### config.mk
export PLATFORM = sky130hd
export DESIGN_NAME = flash_cmd_reader
export DESIGN_NICKNAME = d
export VERILOG_FILES = /design/src/rtl/flash_rd_pkg.sv /design/src/rtl/fr_seg_decode.sv /design/src/rtl/fr_sck_tick.sv /design/src/rtl/fr_read_fsm.sv /design/src/rtl/flash_cmd_reader.sv
export SDC_FILE = /design/constraint.sdc
export NUM_CORES = 1
export LEC_CHECK = 0
export ABC_AREA = 1
export BUFFER_PORTS_ARGS = -buffer_cell sky130_fd_sc_hd__buf_2
export CORE_MARGIN = 2
export CORE_UTILIZATION = 45
export CTS_CLUSTER_SIZE = 40
export DETAILED_ROUTE_END_ITERATION = 10
export GPL_TIMING_DRIVEN = 1
export PLACE_DENSITY_LB_ADDON = 0.1
export SETUP_SLACK_MARGIN = 0.02
export SYNTH_ARGS = -nofsm -noshare
export SYNTH_HDL_FRONTEND = slang
export SYNTH_SLANG_ARGS = --single-unit
### constraint.sdc
create_clock -name clk -period 7.8 [get_ports clk]
set_input_delay 0 -clock clk [delete_from_list [all_inputs] [get_ports clk]]
set_output_delay 0 -clock clk [all_outputs]
set_load 0.01 [all_outputs]
### src/rtl/flash_rd_pkg.sv
package flash_rd_pkg;

    typedef enum logic [2:0] {
        ST_IDLE,
        ST_SETUP,
        ST_SHIFT,
        ST_DONE,
        ST_GAP
    } rd_state_e;

    // Fields of a control word that shape one read frame
    typedef struct packed {
        logic [7:0] opcode;
        logic       fast;
        logic [2:0] dummy;
        logic [3:0] div;
        logic [3:0] inact;
    } rd_cfg_t;

    localparam int CTL_W      = 32;
    localparam int UNIT_LSB   = 23;   // 8 MB window granularity
    localparam int UNIT_W     = 8;
    localparam int OPC_BITS   = 8;

    function automatic rd_cfg_t decode_ctl(input logic [CTL_W-1:0] c);
        rd_cfg_t r;
        r.opcode = c[23:16];
        r.fast   = (c[1:0] == 2'd1);
        r.dummy  = {c[14], c[7:6]};
        r.div    = c[11:8];
        r.inact  = c[27:24];
        return r;
    endfunction

endpackage

### src/rtl/fr_seg_decode.sv
module fr_seg_decode #(
    parameter int NCS    = 2,
    parameter int ADDR_W = 32,
    parameter int CSW    = $clog2(NCS)
) (
    input  logic [ADDR_W-1:0]                    addr,
    input  logic [NCS*flash_rd_pkg::CTL_W-1:0]   seg_cfg,
    output logic                                 hit,
    output logic [CSW-1:0]                       cs_idx,
    output logic [NCS-1:0]                       cs_sel,
    output logic [ADDR_W-1:0]                    flash_addr
);
    import flash_rd_pkg::*;

    logic [UNIT_W-1:0] unit;
    logic              in_range;
    logic [NCS-1:0]    win_hit;
    logic [UNIT_W-1:0] start_sel;

    assign unit     = UNIT_W'(addr >> UNIT_LSB);
    assign in_range = ((addr >> (UNIT_LSB + UNIT_W)) == '0);

    for (genvar g = 0; g < NCS; g++) begin : g_win
        logic [UNIT_W-1:0] w_start;
        logic [UNIT_W-1:0] w_end;
        assign w_start    = seg_cfg[g*CTL_W+16 +: UNIT_W];
        assign w_end      = seg_cfg[g*CTL_W+24 +: UNIT_W];
        assign win_hit[g] = in_range && (w_start < w_end) &&
                            (unit >= w_start) && (unit < w_end);
    end

    // Lowest index wins among overlapping windows
    always_comb begin
        cs_idx = '0;
        hit    = 1'b0;
        for (int i = NCS - 1; i >= 0; i--) begin
            if (win_hit[i]) begin
                cs_idx = CSW'(i);
                hit    = 1'b1;
            end
        end
    end

    assign cs_sel     = hit ? (NCS'(1) << cs_idx) : '0;
    assign start_sel  = seg_cfg[int'(cs_idx)*CTL_W+16 +: UNIT_W];
    assign flash_addr = addr - (ADDR_W'(start_sel) << UNIT_LSB);

endmodule

### src/rtl/fr_sck_tick.sv
module fr_sck_tick #(
    parameter int DIV_W = 4
) (
    input  logic             clk,
    input  logic             rst,
    input  logic             clr,
    input  logic [DIV_W-1:0] div,
    output logic             tick
);
    logic [DIV_W-1:0] cnt;

    assign tick = (cnt == div);

    always_ff @(posedge clk) begin
        if (rst || clr || tick) begin
            cnt <= '0;
        end else begin
            cnt <= cnt + 1'b1;
        end
    end

endmodule

### src/rtl/fr_read_fsm.sv
module fr_read_fsm #(
    parameter int NCS        = 2,
    parameter int CSW        = $clog2(NCS),
    parameter int ADDR_W     = 32,
    parameter int DATA_BYTES = 4
) (
    input  logic                                clk,
    input  logic                                rst,
    input  logic                                rd_req,
    input  logic                                hit,
    input  logic [CSW-1:0]                      cs_idx,
    input  logic [NCS-1:0]                      cs_sel,
    input  logic [ADDR_W-1:0]                   flash_addr,
    input  logic [NCS*flash_rd_pkg::CTL_W-1:0]  ctl_cfg,
    input  logic [NCS-1:0]                      ce_4b,
    input  logic                                tick,
    input  logic                                spi_miso,
    output logic                                tick_clr,
    output logic [3:0]                          div_q,
    output logic                                rd_ready,
    output logic                                rsp_valid,
    output logic                                rsp_err,
    output logic [8*DATA_BYTES-1:0]             rsp_data,
    output logic [NCS-1:0]                      spi_cs_n,
    output logic                                spi_sck,
    output logic                                spi_mosi
);
    import flash_rd_pkg::*;

    localparam int TX_W   = OPC_BITS + 32;
    localparam int RX_W   = 8 * DATA_BYTES;
    localparam int MAXB   = OPC_BITS + 32 + 8 * 7 + RX_W;
    localparam int BCW    = $clog2(MAXB + 1);

    rd_state_e         state, nstate;
    rd_cfg_t           cfg_q;
    logic [TX_W-1:0]   tx_q;
    logic [RX_W-1:0]   rx_q;
    logic [BCW-1:0]    bitcnt;
    logic [BCW-1:0]    total_q;
    logic [3:0]        gcnt;
    logic              last_bit;
    rd_cfg_t           cfg_new;
    logic [31:0]       fa32;

    assign cfg_new  = decode_ctl(ctl_cfg[int'(cs_idx)*CTL_W +: CTL_W]);
    assign fa32     = 32'(flash_addr);
    assign last_bit = (bitcnt == total_q);
    assign rd_ready = (state == ST_IDLE);
    assign tick_clr = (state == ST_IDLE);
    assign div_q    = cfg_q.div;

    // State register
    always_ff @(posedge clk) begin
        if (rst) state <= ST_IDLE;
        else     state <= nstate;
    end

    // Transitions
    always_comb begin
        nstate = state;
        unique case (state)
            ST_IDLE:  if (rd_req && hit)                 nstate = ST_SETUP;
            ST_SETUP: if (tick)                          nstate = ST_SHIFT;
            ST_SHIFT: if (tick && spi_sck && last_bit)   nstate = ST_DONE;
            ST_DONE:                                     nstate = ST_GAP;
            ST_GAP:   if (gcnt == cfg_q.inact)           nstate = ST_IDLE;
            default:                                     nstate = ST_IDLE;
        endcase
    end

    // Outputs and datapath
    always_ff @(posedge clk) begin
        if (rst) begin
            spi_cs_n  <= '1;
            spi_sck   <= 1'b0;
            spi_mosi  <= 1'b0;
            rsp_valid <= 1'b0;
            rsp_err   <= 1'b0;
            rsp_data  <= '0;
            cfg_q     <= '0;
            tx_q      <= '0;
            rx_q      <= '0;
            bitcnt    <= '0;
            total_q   <= '0;
            gcnt      <= '0;
        end else begin
            rsp_valid <= 1'b0;
            unique case (state)
                ST_IDLE: begin
                    if (rd_req && hit) begin
                        cfg_q    <= cfg_new;
                        spi_cs_n <= ~cs_sel;
                        bitcnt   <= '0;
                        rx_q     <= '0;
                        spi_mosi <= cfg_new.opcode[7];
                        if (ce_4b[cs_idx]) tx_q <= {cfg_new.opcode, fa32};
                        else               tx_q <= {cfg_new.opcode, fa32[23:0], 8'h00};
                        total_q  <= BCW'(OPC_BITS)
                                  + (ce_4b[cs_idx] ? BCW'(32) : BCW'(24))
                                  + (cfg_new.fast ? BCW'({cfg_new.dummy, 3'b000}) : BCW'(0))
                                  + BCW'(RX_W);
                    end else if (rd_req) begin
                        rsp_valid <= 1'b1;
                        rsp_err   <= 1'b1;
                        rsp_data  <= '0;
                    end
                end
                ST_SETUP: begin
                end
                ST_SHIFT: begin
                    if (tick) begin
                        if (!spi_sck) begin
                            spi_sck <= 1'b1;
                            rx_q    <= {rx_q[RX_W-2:0], spi_miso};
                            bitcnt  <= bitcnt + 1'b1;
                        end else begin
                            spi_sck <= 1'b0;
                            if (!last_bit) begin
                                tx_q     <= tx_q << 1;
                                spi_mosi <= tx_q[TX_W-2];
                            end else begin
                                spi_mosi <= 1'b0;
                            end
                        end
                    end
                end
                ST_DONE: begin
                    spi_cs_n  <= '1;
                    rsp_valid <= 1'b1;
                    rsp_err   <= 1'b0;
                    for (int k = 0; k < DATA_BYTES; k++) begin
                        rsp_data[8*k +: 8] <= rx_q[8*(DATA_BYTES-1-k) +: 8];
                    end
                    gcnt <= '0;
                end
                ST_GAP: begin
                    gcnt <= gcnt + 1'b1;
                end
                default: begin
                end
            endcase
        end
    end

    // never more than one chip select active
    assert_cs_onehot_R1: assert property (@(posedge clk) disable iff (rst)
        $onehot0(~spi_cs_n));

    // a miss yields an error response next cycle with all selects idle
    assert_miss_err_R2: assert property (@(posedge clk) disable iff (rst)
        (rd_req && rd_ready && !hit) |=> (rsp_valid && rsp_err && (&spi_cs_n)));

    // serial clock stays low while no chip is selected
    assert_sck_idle_R6: assert property (@(posedge clk) disable iff (rst)
        (&spi_cs_n) |-> !spi_sck);

    // a data response coincides with a released frame
    assert_frame_end_R8: assert property (@(posedge clk) disable iff (rst)
        (rsp_valid && !rsp_err) |-> ((&spi_cs_n) && !spi_sck && !$stable(spi_cs_n)));

endmodule

### src/rtl/flash_cmd_reader.sv
module flash_cmd_reader #(
    parameter int NCS        = 2,
    parameter int ADDR_W     = 32,
    parameter int DATA_BYTES = 4,
    parameter int CSW        = $clog2(NCS)
) (
    input  logic                     clk,
    input  logic                     rst,
    input  logic                     rd_req,
    input  logic [ADDR_W-1:0]        rd_addr,
    output logic                     rd_ready,
    output logic                     rsp_valid,
    output logic                     rsp_err,
    output logic [8*DATA_BYTES-1:0]  rsp_data,
    input  logic [32*NCS-1:0]        ctl_cfg,
    input  logic [32*NCS-1:0]        seg_cfg,
    input  logic [NCS-1:0]           ce_4b,
    output logic [NCS-1:0]           spi_cs_n,
    output logic                     spi_sck,
    output logic                     spi_mosi,
    input  logic                     spi_miso
);
    logic              hit;
    logic [CSW-1:0]    cs_idx;
    logic [NCS-1:0]    cs_sel;
    logic [ADDR_W-1:0] flash_addr;
    logic              tick;
    logic              tick_clr;
    logic [3:0]        div_q;

    fr_seg_decode #(.NCS(NCS), .ADDR_W(ADDR_W), .CSW(CSW)) u_dec (
        .addr       (rd_addr),
        .seg_cfg    (seg_cfg),
        .hit        (hit),
        .cs_idx     (cs_idx),
        .cs_sel     (cs_sel),
        .flash_addr (flash_addr)
    );

    fr_sck_tick #(.DIV_W(4)) u_tick (
        .clk  (clk),
        .rst  (rst),
        .clr  (tick_clr),
        .div  (div_q),
        .tick (tick)
    );

    fr_read_fsm #(.NCS(NCS), .CSW(CSW), .ADDR_W(ADDR_W), .DATA_BYTES(DATA_BYTES)) u_fsm (
        .clk        (clk),
        .rst        (rst),
        .rd_req     (rd_req),
        .hit        (hit),
        .cs_idx     (cs_idx),
        .cs_sel     (cs_sel),
        .flash_addr (flash_addr),
        .ctl_cfg    (ctl_cfg),
        .ce_4b      (ce_4b),
        .tick       (tick),
        .spi_miso   (spi_miso),
        .tick_clr   (tick_clr),
        .div_q      (div_q),
        .rd_ready   (rd_ready),
        .rsp_valid  (rsp_valid),
        .rsp_err    (rsp_err),
        .rsp_data   (rsp_data),
        .spi_cs_n   (spi_cs_n),
        .spi_sck    (spi_sck),
        .spi_mosi   (spi_mosi)
    );

endmodule

==> results.cfg, run 1 <==
[setup_path]
startpoint_type = primary input
r2r-start = u_fsm.state[0]$_SDFFE_PP0P_
critPathRequiredTime_ns = 8.11
cp_data_arrival_time_ns = 3.84
critPathKind = primary input to flop
crit_chain = buf_2, ha_1, nand2_1, nand3_1, nor2_1, nand2_1, a21oi_2, nand3_4, nand2_2, inv_2, nand3b_1, nand2_1, nor3b_2, ha_1, ha_1, inv_1, fa_1, xor2_1, o21ai_0, a21oi_1
cp_slowest_stage_delay_ns = 0.64
r2r_setup_slack_ns = 4.65
ff2ff_path_depth = 12
startpoint = rd_addr[30]
cpMaxStageDelayCell = nand2_2
critPathTopFamily = simple AND/OR/NAND/NOR gates
regToRegEndpoint = u_fsm.bitcnt[2]$_SDFFE_PP0P_
critPathCaptureType = flop
cp_max_fo = 40
critPathBufInv = 3

[floorplan]
die_w_um = 137
coreArea_sq_mm = 0.0174
initial_core_util = 0.462
die_h_um = 137
ioPinCount = 205
dieArea_sq_mm = 0.0189
rows = 48

[sta]
finalSetupViolCount = 0
grt_setup_unrepaired = no
tns_ns = 0
hold_violations = 0
fmaxAchievable_ghz = 0.283
post-route-period-util = 0.453
slew_viol_final = 0
worst_pin_slew_ns = 1.04
relSlewSlack = 0.306
fin_skew_ns = 0.0144
period_needed_ns = 3.54

[synthesis]
synth_top_family_by_area = simple AND/OR/NAND/NOR gates
synthDistinctLibCells = 41
synthArstFlopShare = 0
synthXorXnorAreaFrac = 0.0229
yosys.area_share.simple = 0.225
synth_top_area_cell = dfxtp_1
synth_area_sq_mm = 0.00802
syn_nets = 1371
synth_edf_count = 0
synth-compound-area-share = 0.201
yosys.area.top_type_share = 0.352
synth_seq_cells = 141
muxShareOfSynthArea = 0
synth.avg_cell_area_sq_um = 7.02
ys_seq_area_frac = 0.352
ys_warn_count = 0
synthFlopType = dfxtp_1
netlist_instances = 1142
synthTopCellsByArea = dfxtp_1 35%, nand2_1 11%, a21oi_1 10%, ha_1 9.5%, o21ai_0 6.6%
synthAdderAreaFrac = 0.100

[pwr]
power_density_mw_per_mm2 = 273
vdd.ir_drop.worst_uv = 208
p_leak_uw = 0.00475

[drt]
wirelength_um = 20300
wl_per_cell_um = 13.2
drc = 0
ant_nets = 0
first_iter_violations = 409
vias = 7813
routed_via_density = 5.08
drt_pre_antenna_iters = 4

[clocking]
numCtsBuffers = 17
cts_num_sinks = 141
cts-root-buf = clkbuf_16
cts.path.max_buffers = 2
clk_latency_ns = 0.43
ctsHtreeMaxLevel = 4
post_cts_buffers = 0
path_clk_slew_ns = 0.06
tritoncts = built

[outcome]
status = finished clean

[grt]
antenna_found_initial = 0
grt_usage = 0.223
met3_usage = 0.0327
grt_max_degree = 74
grt_pass1_vias = 7471
grt_util_met2 = 0.408
busiest_layer = met2
grt_first_pass_wirelength_um = 33900
grt_overflow = 0
grt_use_met1 = 0.270

[place]
port_buffers = 150
place_congestion = 0.799
dpl.hpwl_um = 13400
dp.cells = 1457

[worst_hold_path]
worstHoldPathCells = 5
hold_class = primary input to flop
hp-start = ctl_cfg[52]
min_to = u_fsm.tx_q[36]$_SDFFE_PP0P_

[finish]
final-seq-area_sq_mm = 0.00282
layout-drive-gt1-share = 0.165
finalNetCount = 1528
diodes = 0
layout.cells.non_filler = 1537
n_fill_cell = 1733
multi_input_area_sq_mm = 0.00443
area_delta_synth_final_pct = 22.8

[job]
maxCapViolCount = 0
[cells in the mapped netlist (6+ instances only)]
cell type / instances
nand4_1: 8
a31oi_1: 10
nand3_1: 57
clkbuf_1: 25
xnor2_1: 8
ha_1: 61
xor2_1: 13
buf_1: 7
inv_2: 7
nand2_2: 6
nor2_1: 93
o21ai_1: 8
buf_2: 15
nand2_1: 243
o21ai_0: 106
buf_6: 10
inv_1: 107
dfxtp_1: 141
a21oi_1: 167
nor3_1: 7
[report_power, final]
group	switching, uW	internal [uW]	total (uW)
Combinational	568	292	860
Sequential	92.0	875	967
Clock	337	520	856
[per-layer routing]
layer / share of wire / wire length [um]
met5: 0 / 0
met4: 0.0091 / 185
met3: 0.031 / 626
met2: 0.50 / 10000
met1: 0.46 / 9420
[worst register-to-register path, cell delays in order, from the launching register on]
cell	delay (ns)
dfxtp_1	0.39
nor2_1	0.07
inv_1	0.14
nor2_4	0.05
inv_2	0.61
nor2_1	0.15
inv_2	0.15
nor2_1	0.06
inv_2	0.06
nand2_2	0.41
inv_2	0.73
nor3_1	0.10
nor3_1	0.16
[flip-flops by register name (all words and copies together), names as in the netlist]
signal and count:
u_fsm.tx_q 39, u_fsm.rsp_data 32, u_fsm.rx_q 32, u_fsm.bitcnt 8
u_fsm.total_q 5, u_fsm.cfg_q 4, u_fsm.div_q 4, u_fsm.gcnt 4
u_tick.cnt 4, u_fsm.state 3, u_fsm.spi_cs_n 2, u_fsm.rsp_err 1
u_fsm.rsp_valid 1, u_fsm.spi_mosi 1, u_fsm.spi_sck 1
[worst max path at each step]
stage                                    endpoint  slack [ns]  cells past startpoint
finish              u_fsm.total_q[6]$_SDFFE_PP0P_        4.26                     20
global route        u_fsm.total_q[6]$_SDFFE_PP0P_        3.89                     20
CTS                 u_fsm.total_q[6]$_SDFFE_PP0P_        4.20                     20
detailed placement  u_fsm.total_q[6]$_SDFFE_PP0P_        3.75                     20
global placement    u_fsm.total_q[6]$_SDFFE_PP0P_        3.86                     20
floorplan             u_fsm.tx_q[31]$_SDFFE_PP0P_        4.78                     25
[kinds of logic after synthesis]
logic type | Yosys count
DFF | 141
buffers and inverters | 178
adders and majority gates | 63
AOI/OAI and AO/OA | 310
xor gates and xnor gates | 21
and+or+nand+nor | 429
[cell type report]
type	instances	area share
sequential	141	0.287
clock buffer	19	0.0450
clock inverter	13	0.0178
timing repair buffer	201	0.127
inverter	115	0.0441
multi-input combinational	823	0.450
tap	225	0.0286
[stage by stage]
| stage | setup WS, ns | instance area (sq um) | power [uW] | util | hold slack [ns] |
|---|---|---|---|---|---|
| 6_report | 4.26 | 9840 | 2680 | 0.567 | 0.0183 |
| 5_1_grt | 3.89 | 9840 | 2880 | 0.567 | 0.0449 |
| 4_1_cts | 4.20 | 9840 | 2700 | 0.567 | 0.00707 |
| 3_5_place_dp | 3.75 | 8740 | 1810 | 0.504 | 0.243 |
| 3_3_place_gp | 3.86 | 8740 | 1800 | 0.504 | 0.238 |
| 2_1_floorplan | 4.78 | 8020 | 1630 | - | 0.140 |
[cell usage in the layout, fill, tap and decap left out, types with 4 or more instances in the layout]
cell           instances
buf_2                150
o21ai_0              106
a31oi_1               10
nor2_2                 4
inv_2                  8
nand3_1               57
dfxtp_1              141
nand2_1              243
xor2_1                13
xnor2_1                8
a21oi_1              167
inv_6                  6
nor2_1                92
nand2_2                6
dlygate4sd3_1         48
nand4_1                8
ha_1                  61
clkbuf_16             17
inv_1                106
o21ai_1                8
nor3_1                 7
[what timing repair did]
action	in CTS	in global routing
hold buffers	48	0
hold endpoints to repair	48	0
gates resized for setup	0	0
(Power assumes the default switching activity.)
==> run 2: changes to the inputs <==
clock period = 3.4 ns   (was 7.8 ns; I/O delays follow)
==> results.cfg, run 2 (synthesis results as in run 1) <==
[outcome]
status = finished clean

[finish]
layout-drive-gt1-share = 0.174
utilization = 0.573
final_area_sq_mm = 0.00994
layout_common_cells = 243 x nand2_1, 167 x a21oi_1, 150 x buf_2
top_regs = u_fsm.tx_q (39), u_fsm.rsp_data (32), u_fsm.rx_q (32)
final_common_cell = nand2_1
largest_register_ff_count = 39
area_delta_synth_final_pct = 24.0
regMostFlops = u_fsm.tx_q
finalNetCount = 1541

[clocking]
ctsHtreeMaxLevel = 4
clk_latency_ns = 0.42
path_clk_slew_ns = 0.06
numCtsBuffers = 17
cts_hold_buffers = 47
cts-root-buf = clkbuf_16
cts_num_sinks = 141
cts-resized-gates = 0
tritoncts = built
cts.path.max_buffers = 2
post_cts_buffers = 0

[sta]
tns_ns = 0
slew_viol_final = 0
period_needed_ns = 2.86
fmaxAchievable_ghz = 0.349
hold_violations = 0
fin_ws_ns = 0.535
relSlewSlack = 0.544
post-route-period-util = 0.843
finalSetupViolCount = 0
fin_skew_ns = 0.00832
worst_pin_slew_ns = 0.683
grt_setup_unrepaired = no

[floorplan]
die_w_um = 137
ioPinCount = 205
rows = 48
initial_core_util = 0.462
die_h_um = 137
coreArea_sq_mm = 0.0174
dieArea_sq_mm = 0.0189

[setup_path]
cp_max_fo = 18
startpoint_type = primary input
critPathRequiredTime_ns = 3.70
critPathKind = primary input to flop
cp_data_arrival_time_ns = 3.17
critPathCaptureType = flop

[drt]
wirelength_um = 20200
wl_met3_um = 597
first_iter_violations = 467
drc = 0
vias = 7717
drt_pre_antenna_iters = 5
route.met2.wl_um = 9800
met1_length_um = 9500
wl_per_cell_um = 13.0
ant_nets = 0
top_layer = met4
routed_via_density = 4.98

[pwr]
vdd.ir_drop.worst_uv = 458
power_density_mw_per_mm2 = 621
finalPower_uw = 6170
p_leak_uw = 0.00479

[grt]
grt_max_degree = 77
antenna_found_initial = 1
grt_first_pass_wirelength_um = 34100
grt_overflow = 0
grt_usage = 0.224
grt_pass1_vias = 7429

[place]
dpl.hpwl_um = 13400
port_buffers = 150
dpl-instance-area_sq_mm = 0.00885
place_ws_ns = 0.0941
place_congestion = 0.811

[job]
maxCapViolCount = 0

[worst_hold_path]
hold_class = primary input to flop
run 2: cell types whose count changed in the layout (fill, tap and decap cells not counted), sizes merged:
cell,delta
buf,+14
clkinvlp,+3
inv,-2
clkbuf,-1
diode,+1
dlygate4sd3,-1
run 2: where the power goes:
| group | switching [uW] | internal [uW] | leakage [uW] |
|---|---|---|---|
| registers | 212 | 2010 | 0.00115 |
| logic | 1300 | 711 | 0.00335 |
| clock network | 766 | 1170 | 0.000287 |
| total | 2280 | 3890 | 0.00479 |
run 2: area by class of cell:
class	count	area, sq um
Tap cell	225	282
Multi-Input combinational cell	823	4420
Inverter	115	434
Clock inverter	14	183
Antenna cell	1	2.50
Clock buffer	18	429
Timing Repair Buffer	214	1360
Fill cell	1754	7420
Sequential cell	141	2820
run 2: per-layer routing:
metal  vias up  GRT usage
met1      3466      0.281
met4         0     0.0641
met5         -          0
met3        18     0.0412
li1       4107          -
met2       126      0.391
run 2: final timing paths:
path	startpoint	to	slack [ns]	cells past startpoint
max	rd_addr[30]	u_fsm.total_q[6]$_SDFFE_PP0P_	0.54	20
max reg2reg	u_fsm.state[0]$_SDFFE_PP0P_	u_fsm.cfg_q[0]$_SDFFE_PP0P_	0.84	10
min reg2reg	u_fsm.rsp_data[6]$_SDFFE_PP0P_	u_fsm.rsp_data[6]$_SDFFE_PP0P_	0.46	2
min	ctl_cfg[21]	u_fsm.tx_q[37]$_SDFFE_PP0P_	0.004	5
run 2: stage by stage:
step                      instances  hold WS [ns]
after floorplan                1142         0.140
after global placement         1471         0.239
after detailed placement       1471         0.245
after CTS                      1550       0.00341
after global routing           1551       0.00475
final                          1551       0.00449
run 2: critical path, stage by stage:
cell and delay [ns]:
buf_2 0.14, ha_1 0.31, nand2_1 0.07, nand2_1 0.04, nand3b_1 0.14, nor2_1 0.15
nand3_1 0.11, nor2_2 0.16, nand2_2 0.19, buf_4 0.25, nand3b_1 0.10, nand2_1 0.08
nor3b_2 0.17, ha_1 0.28, ha_1 0.17, inv_1 0.05, fa_1 0.37, xor2_1 0.16
o21ai_0 0.17, a21oi_1 0.05
